===== src/rtl/wbuf_pkg.sv =====
package wbuf_pkg;

    localparam int unsigned WB_DEPTH_DFLT  = 4;
    localparam int unsigned WB_ADDR_W_DFLT = 30;
    localparam int unsigned WB_DATA_W_DFLT = 32;

    // index width that stays at least one bit wide
    function automatic int unsigned idx_width(input int unsigned n);
        return (n > 1) ? $clog2(n) : 1;
    endfunction

endpackage


===== src/rtl/wbuf_match.sv =====
module wbuf_match #(
    parameter int unsigned DEPTH  = 4,
    parameter int unsigned ADDR_W = 30,
    parameter int unsigned IDX_W  = 2
) (
    input  logic                    clk,
    input  logic                    rst_n,
    input  logic [DEPTH-1:0]        ent_valid,
    input  logic [DEPTH-1:0]        ent_skip,
    input  logic [DEPTH*ADDR_W-1:0] ent_addr,
    input  logic [ADDR_W-1:0]       probe_addr,
    output logic                    hit,
    output logic [IDX_W-1:0]        hit_idx
);

    logic [DEPTH-1:0] match_vec;

    // one comparator per slot
    for (genvar g = 0; g < DEPTH; g++) begin : g_cmp
        assign match_vec[g] = ent_valid[g] & ~ent_skip[g]
                            & (ent_addr[g*ADDR_W +: ADDR_W] == probe_addr);
    end

    always_comb begin
        hit_idx = '0;
        for (int i = DEPTH - 1; i >= 0; i--) begin
            if (match_vec[i]) hit_idx = IDX_W'(i);
        end
        hit = |match_vec;
    end

    // mergeable slots never share an address
    single_target_chk: assert property (@(posedge clk) disable iff (!rst_n)
        $onehot0(match_vec));

endmodule


===== src/rtl/wbuf_bytemerge.sv =====
module wbuf_bytemerge #(
    parameter int unsigned DATA_W = 32,
    parameter int unsigned BYTES  = DATA_W / 8
) (
    input  logic [DATA_W-1:0] old_data,
    input  logic [BYTES-1:0]  old_be,
    input  logic [DATA_W-1:0] new_data,
    input  logic [BYTES-1:0]  new_be,
    output logic [DATA_W-1:0] out_data,
    output logic [BYTES-1:0]  out_be
);

    for (genvar b = 0; b < BYTES; b++) begin : g_lane
        assign out_data[b*8 +: 8] = new_be[b] ? new_data[b*8 +: 8] :
                                    old_be[b] ? old_data[b*8 +: 8] : 8'h00;
    end

    assign out_be = old_be | new_be;

endmodule


===== src/rtl/store_coalesce_buf.sv =====
module store_coalesce_buf #(
    parameter int unsigned DEPTH  = wbuf_pkg::WB_DEPTH_DFLT,
    parameter int unsigned ADDR_W = wbuf_pkg::WB_ADDR_W_DFLT,
    parameter int unsigned DATA_W = wbuf_pkg::WB_DATA_W_DFLT
) (
    input  logic                  clk,
    input  logic                  rst_n,
    input  logic                  in_valid,
    input  logic [ADDR_W-1:0]     in_addr,
    input  logic [DATA_W-1:0]     in_data,
    input  logic [DATA_W/8-1:0]   in_be,
    output logic                  in_accept,
    output logic                  in_stall,
    output logic                  empty,
    output logic                  mem_valid,
    output logic [ADDR_W-1:0]     mem_addr,
    output logic [DATA_W-1:0]     mem_data,
    output logic [DATA_W/8-1:0]   mem_be,
    input  logic                  mem_ready
);

    localparam int unsigned BYTES = DATA_W / 8;
    localparam int unsigned IDX_W = wbuf_pkg::idx_width(DEPTH);
    localparam int unsigned CNT_W = $clog2(DEPTH + 1);

    typedef struct packed {
        logic              valid;
        logic [ADDR_W-1:0] addr;
        logic [DATA_W-1:0] data;
        logic [BYTES-1:0]  be;
    } slot_t;

    typedef struct packed {
        slot_t [DEPTH-1:0] slot;
        logic [IDX_W-1:0]  head;
        logic [IDX_W-1:0]  tail;
        logic [CNT_W-1:0]  count;
    } state_t;

    state_t st_d, st_q;

    function automatic logic [IDX_W-1:0] step_ptr(input logic [IDX_W-1:0] p);
        return (p == IDX_W'(DEPTH - 1)) ? '0 : p + 1'b1;
    endfunction

    // matcher inputs
    logic [DEPTH-1:0]        valid_vec;
    logic [DEPTH-1:0]        skip_vec;
    logic [DEPTH*ADDR_W-1:0] addr_flat;
    logic                    hit;
    logic [IDX_W-1:0]        hit_idx;

    always_comb begin
        skip_vec = '0;
        skip_vec[st_q.head] = 1'b1;
        for (int i = 0; i < DEPTH; i++) begin
            valid_vec[i]                 = st_q.slot[i].valid;
            addr_flat[i*ADDR_W +: ADDR_W] = st_q.slot[i].addr;
        end
    end

    wbuf_match #(
        .DEPTH  (DEPTH),
        .ADDR_W (ADDR_W),
        .IDX_W  (IDX_W)
    ) i_match (
        .clk        (clk),
        .rst_n      (rst_n),
        .ent_valid  (valid_vec),
        .ent_skip   (skip_vec),
        .ent_addr   (addr_flat),
        .probe_addr (in_addr),
        .hit        (hit),
        .hit_idx    (hit_idx)
    );

    // merge source: hit slot, or nothing for a fresh slot
    logic [DATA_W-1:0] src_data;
    logic [BYTES-1:0]  src_be;
    logic [DATA_W-1:0] mrg_data;
    logic [BYTES-1:0]  mrg_be;

    always_comb begin
        src_data = hit ? st_q.slot[hit_idx].data : '0;
        src_be   = hit ? st_q.slot[hit_idx].be   : '0;
    end

    wbuf_bytemerge #(
        .DATA_W (DATA_W),
        .BYTES  (BYTES)
    ) i_merge (
        .old_data (src_data),
        .old_be   (src_be),
        .new_data (in_data),
        .new_be   (in_be),
        .out_data (mrg_data),
        .out_be   (mrg_be)
    );

    logic full;
    logic drain_fire;
    logic do_merge;
    logic do_alloc;

    always_comb begin
        full       = (st_q.count == CNT_W'(DEPTH));
        mem_valid  = st_q.slot[st_q.head].valid;
        mem_addr   = st_q.slot[st_q.head].addr;
        mem_data   = st_q.slot[st_q.head].data;
        mem_be     = st_q.slot[st_q.head].be;
        empty      = (st_q.count == '0);
        drain_fire = mem_valid & mem_ready;
        do_merge   = in_valid & hit;
        do_alloc   = in_valid & ~hit & (~full | drain_fire);
        in_accept  = do_merge | do_alloc;
        in_stall   = in_valid & ~in_accept;

        st_d = st_q;
        if (drain_fire) begin
            st_d.slot[st_q.head].valid = 1'b0;
            st_d.head                  = step_ptr(st_q.head);
        end
        if (do_merge) begin
            st_d.slot[hit_idx].data = mrg_data;
            st_d.slot[hit_idx].be   = mrg_be;
        end else if (do_alloc) begin
            st_d.slot[st_q.tail].valid = 1'b1;
            st_d.slot[st_q.tail].addr  = in_addr;
            st_d.slot[st_q.tail].data  = mrg_data;
            st_d.slot[st_q.tail].be    = mrg_be;
            st_d.tail                  = step_ptr(st_q.tail);
        end
        case ({do_alloc, drain_fire})
            2'b10:   st_d.count = st_q.count + 1'b1;
            2'b01:   st_d.count = st_q.count - 1'b1;
            default: st_d.count = st_q.count;
        endcase
    end

    always_ff @(posedge clk) begin
        if (!rst_n) st_q <= '0;
        else        st_q <= st_d;
    end


    free_slot_accept_chk: assert property (@(posedge clk) disable iff (!rst_n)
        (in_valid && st_q.count < CNT_W'(DEPTH)) |-> in_accept);


    stall_only_full_chk: assert property (@(posedge clk) disable iff (!rst_n)
        in_stall |-> (st_q.count == CNT_W'(DEPTH)));


    hold_payload_chk: assert property (@(posedge clk) disable iff (!rst_n)
        (mem_valid && !mem_ready) |=> (mem_valid && $stable(mem_addr)
                                       && $stable(mem_data) && $stable(mem_be)));


    empty_idle_chk: assert property (@(posedge clk) disable iff (!rst_n)
        empty |-> !mem_valid);


    count_bound_chk: assert property (@(posedge clk) disable iff (!rst_n)
        st_q.count <= CNT_W'(DEPTH));


    idle_quiet_chk: assert property (@(posedge clk) disable iff (!rst_n)
        !in_valid |-> (!in_accept && !in_stall));

endmodule


===== config.mk =====
export PLATFORM = sky130hd
export DESIGN_NAME = store_coalesce_buf
export DESIGN_NICKNAME = d
export VERILOG_FILES = /design/src/rtl/wbuf_pkg.sv /design/src/rtl/wbuf_match.sv /design/src/rtl/wbuf_bytemerge.sv /design/src/rtl/store_coalesce_buf.sv
export SDC_FILE = /design/constraint.sdc
export NUM_CORES = 1
export LEC_CHECK = 0
export ABC_AREA = 1
export ABC_CLOCK_PERIOD_IN_PS = 4100
export BUFFER_PORTS_ARGS = -buffer_cell sky130_fd_sc_hd__buf_4
export CORE_MARGIN = 5
export CORE_UTILIZATION = 62
export CTS_CLUSTER_SIZE = 12
export DETAILED_ROUTE_END_ITERATION = 6
export MAX_ROUTING_LAYER = met4
export PLACE_DENSITY_LB_ADDON = 0.12
export SYNTH_ARGS = -nofsm -noshare
export SYNTH_HDL_FRONTEND = slang
export SYNTH_SLANG_ARGS = --single-unit

===== constraint.sdc =====
create_clock -name clk -period 4.1 [get_ports clk]
set_input_delay 0.41 -clock clk [delete_from_list [all_inputs] [get_ports clk]]
set_output_delay 0.41 -clock clk [all_outputs]
set_load 0.01 [all_outputs]

# After elaboration in Yosys (flattened, before gate mapping)
# Cells that the tools add are included.
# W data, S select, Z words.
# op_classes
bitwise_logic	24
addsub	4
n_eq_ne	9
mux	47
reduce_logical	7
order_cmp	6
# ops
cell	n
$bwmux W268	7
$demux W67 S2	7
$mux W268	2
$mux W270	1
$bmux W67 S2	2
$mux W67	3
$eq A30 B30 Y1	4
$mux W36	3
$mux W66	1
$mux W8	8
$mux W32	1
$and A1 B1 Y1	13
$mux W2	6
$mux W4	3
$lt A2 B3 Y1 const B	3
$not A1 Y1	8
$eq A2 B2 Y1 const B	3
$ge A2 B1 Y1 const B	3
$pmux W3 S2	1
$add A2 B1 Y2 const B	2
$or A4 B4 Y4	1
$reduce_or A4 Y1	1
$add A3 B1 Y3 const B	1
$eq A3 B3 Y1 const B	1
other kinds (9)	12
# totals
out_inout_bits	70
register_bits	275
elab_cells	116

# Depth between registers and ports, before layout
# depth
ltp_word	20
depth_mapped	24
ltp_nobuf	21

# By module
# Synthesis repeated with hierarchy kept, for this count alone.
# unflattened
hier_cells	2686
area_unflattened_um2	16727.3
# by_module_without_submodules
mod	cells_per_inst	n_inst	area_each_um2
store_coalesce_buf	2077	1	14073.5
wbuf_match	497	1	2125.8
wbuf_bytemerge	112	1	528.0

# Worst setup path after synthesis
# No wires, ideal clock.
# synth_path
path_kind	register -> register
start	register st_q[5] (netlist name)
end	register st_q[211] (netlist name)
path_stages_with_launch	23
path_slack_ns	1.032
required_ns	3.984
arrival_time_ns	2.951
cell_sequence	dfxtp_1 > inv_1 > clkbuf_1 > clkbuf_1 > clkbuf_1 > ha_1 > inv_1 > nand2_1 > nor2_1 > nand2_1 > nor2_1 > nor2b_1 > nand2_1 > nor2_2 > nor2_2 > nand2_2 > inv_2 > nand2_1 > nand2_4 > buf_2 > nand3_1 > o211ai_1 > inv_1
# synth_between
elab_chain_cells	18
elab_cells_between_ends	51
cone_classes	order compare: 4; mux: 25; bitwise: 19; reduce/logical: 3
# synth_lines
item	line_no	source
from (decl)	store_coalesce_buf.sv:40	state_t st_d, st_q;
from (signal assigned)	store_coalesce_buf.sv:142	else st_q <= st_d;
$lt A2 B3 Y1 (not written as such) or $ge A2 B1 Y1 (tied branches)	store_coalesce_buf.sv:55	skip_vec[st_q.head] = 1'b1;
$logic_and A1 B1 Y1 (not written as such)	store_coalesce_buf.sv:55	
$mux W1 (not written as such)	store_coalesce_buf.sv:55	
$demux W1 S2	store_coalesce_buf.sv:55	
$not A1 Y1	wbuf_match.sv:20	assign match_vec[g] = ent_valid[g] & ~ent_skip[g]
$and A1 B1 Y1	wbuf_match.sv:20	
$and A1 B1 Y1	wbuf_match.sv:21	& (ent_addr[g*ADDR_W +: ADDR_W] == probe_addr);
$mux W2 (4 in a row)	wbuf_match.sv:27	if (match_vec[i]) hit_idx = IDX_W'(i);
$bmux W67 S2	store_coalesce_buf.sv:85	src_be = hit ? st_q.slot[hit_idx].be : '0;
$mux W36 (not written as such)	store_coalesce_buf.sv:85	
$mux W4	store_coalesce_buf.sv:85	
$or A4 B4 Y4	wbuf_bytemerge.sv:18	assign out_be = old_be | new_be;
$bwmux W268	store_coalesce_buf.sv:130	st_d.slot[st_q.tail].be = mrg_be;
$mux W268	store_coalesce_buf.sv:126	end else if (do_alloc) begin
$mux W268 (*)	store_coalesce_buf.sv:123	if (do_merge) begin
# Mark *: on every way between the ends. The rest lies on a longest branch, timed or not. The select of a mux whose other input is x is not followed.
# A chain may end at the register's enable or synchronous reset.

# Final worst setup path
# layout_path
start	register st_q[5] (netlist name)
end	register st_q, in the netlist addr_flat[35]
# layout_between
elab_chain_cells	15
elab_cells_between_ends	43
cone_classes	order compare: 2; mux: 21; bitwise: 18; reduce/logical: 2
# layout_lines
item	line_no	source
$lt A2 B3 Y1 (not written as such) or $ge A2 B1 Y1 (tied branches)	store_coalesce_buf.sv:55	
$logic_and A1 B1 Y1 (not written as such)	store_coalesce_buf.sv:55	
$mux W1 (not written as such)	store_coalesce_buf.sv:55	
$demux W1 S2	store_coalesce_buf.sv:55	
$not A1 Y1	wbuf_match.sv:20	
$and A1 B1 Y1	wbuf_match.sv:20	
$and A1 B1 Y1	wbuf_match.sv:21	
$mux W2 (4 in a row)	wbuf_match.sv:27	
$demux W67 S2	store_coalesce_buf.sv:124	st_d.slot[hit_idx].data = mrg_data;
$bwmux W268	store_coalesce_buf.sv:124	
$bwmux W268	store_coalesce_buf.sv:125	st_d.slot[hit_idx].be = mrg_be;
$mux W268 (*)	store_coalesce_buf.sv:123	
# Marked as above.

==> flow_summary.json <==
{
  "grt_pass1_vias": 20100,
  "violations": "DRC",
  "synth_ff_type": "dfxtp_1",
  "clock.fmax_mhz": 260,
  "seqCellArea_sq_mm": 0.00551,
  "ios": 140,
  "drc_errors": 1,
  "antennaDiodeCount": 0,
  "min_from": "in_addr[22]",
  "wire_per_inst_um": 19.5,
  "multi_input_area_sq_mm": 0.00980,
  "layout_common_cells": "705 x nand2_1, 503 x inv_1, 340 x a21oi_1",
  "peakVddDrop_uv": 368,
  "hold_viol_final": 0,
  "finalSetupViolCount": 0,
  "arrival_ps": 4310,
  "cts.reportedPaths.clkPinSlew_ps": 60,
  "synth.avg_cell_area_sq_um": 5.90,
  "cts_buffers": 30,
  "reg2regPathDepth": 14,
  "avgViaCountPerCell": 6.00,
  "hold_class": "input port to flip-flop",
  "cts_hold_buf": 0,
  "fin_setup_tns_ps": 0,
  "p_leak_nw": 9.92,
  "layout-drive-gt1-share_pct": 8.83,
  "crit_path_start_kind": "flip-flop",
  "dp_hpwl_um": 47600,
  "die_y_um": 180,
  "ys_warn_count": 0,
  "io_buffers": 139,
  "yosysSeqAreaShare_pct": 30.5,
  "relSlewSlack_pct": 27.0,
  "synthDistinctLibCells": 44,
  "synth_cells": 3057,
  "dr.pass1.iters": 7,
  "combPwrFrac_pct": 27.0,
  "insertion_delay_ps": 600,
  "status": "finished with violations",
  "dieArea_sq_mm": 0.0326,
  "power_mw": 7.91,
  "power_frac_seq_pct": 38.6,
  "path_cells": "inv_6 > buf_4 > o21ai_0 > a21oi_1 > inv_1 > nand2_1 > nand4_1 > nand3_4 > inv_4 > nand2_4 > buf_4 > clkinv_2 > o21ai_0 > a21oi_1",
  "slowest_delay_ps": 690,
  "cts_tree": "yes",
  "grt_overflow": 0,
  "p_switching_mw": 2.76,
  "place.gp.congestion": 1.08,
  "synth_edf_count": 0,
  "core.rowCount": 62,
  "ys_async_sr_fraction_pct": 0,
  "crit_family": "buffers and inverters",
  "vias": 21000,
  "place_area_sq_mm": 0.0191,
  "clockBufferDepth": 3,
  "antenna_found_initial": 0,
  "cts_root_buf": "clkbuf_16",
  "worst_slew_pin_slew_ps": 1100,
  "nNetsFinal": 3175,
  "cts_htree_levels": 1,
  "r2r_start": "st_q[5]",
  "drtAntennaViolNets": 0,
  "routed_wl_um": 68200,
  "rsz0062_at_grt": "false",
  "grt_pass1_wl_um": 107000,
  "cp_slowest_cell": "buf_4",
  "worstSetupPathDepth": 14,
  "p_int_mw": 5.15,
  "path_class": "flip-flop to flip-flop",
  "synth-seq-cells": 275,
  "startpoint": "st_q[5]",
  "clock_skew_ps": 12.7,
  "required_ps": 4560,
  "grt_usage_pct": 41.2,
  "die_width_um": 180,
  "critPathMaxFanout": 91,
  "core_area_sq_mm": 0.0287,
  "grt_max_degree": 103,
  "first_iter_violations": 2716,
  "end_kind": "flip-flop",
  "post-route-cell-area_sq_mm": 0.0200,
  "final_common_cell": "nand2_1",
  "max_cap_violations": 0,
  "fin_crit_sh_pct": 93.8,
  "fin_crit_ps": 3840,
  "postSynthNetCount": 3136,
  "initial_core_util_pct": 62.8,
  "p_sw_share_pct": 34.9,
  "drv_slew": 0,
  "power.share.clock_pct": 34.4,
  "hold_depth": 3,
  "crit_buf_inv": 6,
  "fillers": 2562,
  "area_delta_synth_final_pct": 11.2,
  "syn_area_sq_mm": 0.0180,
  "p_per_area_mw_per_mm2": 394,
  "cts.sinks": 275
}
## synthesized netlist by cell type (all sizes together), types with 9 or more instances
| master | instances | share of area (%) |
|---|---|---|
| o21ai | 314 | 8.7 |
| nand4 | 43 | 1.5 |
| xor2 | 9 | 0.44 |
| clkbuf | 90 | 1.9 |
| xnor2 | 25 | 1.2 |
| nand3 | 227 | 6.5 |
| and2 | 16 | 0.56 |
| inv | 532 | 11 |
| a21oi | 342 | 9.6 |
| o211ai | 21 | 0.87 |
| nand2 | 722 | 16 |
| nor3 | 22 | 0.61 |
| o22ai | 35 | 1.2 |
| dfxtp | 275 | 31 |
| nor2 | 287 | 6.2 |
| a211oi | 9 | 0.37 |
| buf | 69 | 2.1 |
## path summary, 6_finish.rpt
| kind | slack, ps | to |
|---|---|---|
| worst max-delay path | 260 | addr_flat[35] |
| worst min-delay path | 170 | addr_flat[112] |
| worst max register to register | 260 | addr_flat[35] |
| worst min register to register | 480 | addr_flat[18] |
## layer usage
metal  GRT usage (%)  wire [um]  up-vias
met3            6.20       6590      346
li1                -          -     9820
met4            26.4       5270        0
met2            66.7      31200     1371
met5               -          0        -
met1            47.7      25200     9472
## area by class of cell
class,count,area share (%)
Multi-Input combinational cell,2089,48.9
Timing Repair Buffer,166,6.36
Inverter,534,10.0
Sequential cell,275,27.5
Clock inverter,9,0.506
Clock buffer,42,4.32
Tap cell,384,2.40
## power by group through the flow
stage | logic (mW) | clock network [mW] | registers [mW]
2_1_floorplan | 1.33 | 0 | 3.05
3_3_place_gp | 2.03 | 0 | 3.09
3_5_place_dp | 2.08 | 0 | 3.10
4_1_cts | 2.09 | 2.71 | 3.04
5_1_grt | 2.33 | 2.84 | 3.07
6_report | 2.14 | 2.72 | 3.05
## worst reg2reg max path, cell delays in order, from the launching register on
cell and delay (ps):
dfxtp_4 370, inv_6 60, buf_4 690, o21ai_0 210, a21oi_1 180, inv_1 90
nand2_1 250, nand4_1 230, nand3_4 180, inv_4 90, nand2_4 70, buf_4 480
clkinv_2 470, o21ai_0 290, a21oi_1 60
## registers in the layout (all words and copies together), names as in the netlist
signal,flops
addr_flat,120
st_q,155
## logic make-up after synthesis
family	after synthesis	synth area share, %
AND/OR/NAND/NOR	1322	31.1
AO/OA/AOI/OAI	724	20.9
buffers and inverters	693	15.2
flip-flops	275	30.5
XOR/XNOR	34	1.65
adder cells (fa/ha/maj)	9	0.667
## repair_timing
| item | CTS | global route |
|---|---|---|
| resized for setup | 0 | 1 |
| endpoints found under the setup margin | 0 | 24 |
| hold endpoints to repair | 0 | 0 |
| buffers inserted | 0 | 0 |
## through the flow
| step | setup slack, ps | hold WS (ps) | util [%] | cells |
|---|---|---|---|---|
| floorplan | 1030 | 443 | - | 3057 |
| global placement | 514 | 461 | 66.4 | 3448 |
| detailed placement | 331 | 469 | 66.4 | 3448 |
| CTS | 297 | 166 | 69.8 | 3499 |
| global route | 12.5 | 188 | 69.8 | 3499 |
| finish | 255 | 171 | 69.8 | 3499 |
Power figures use the tool's default switching activity.
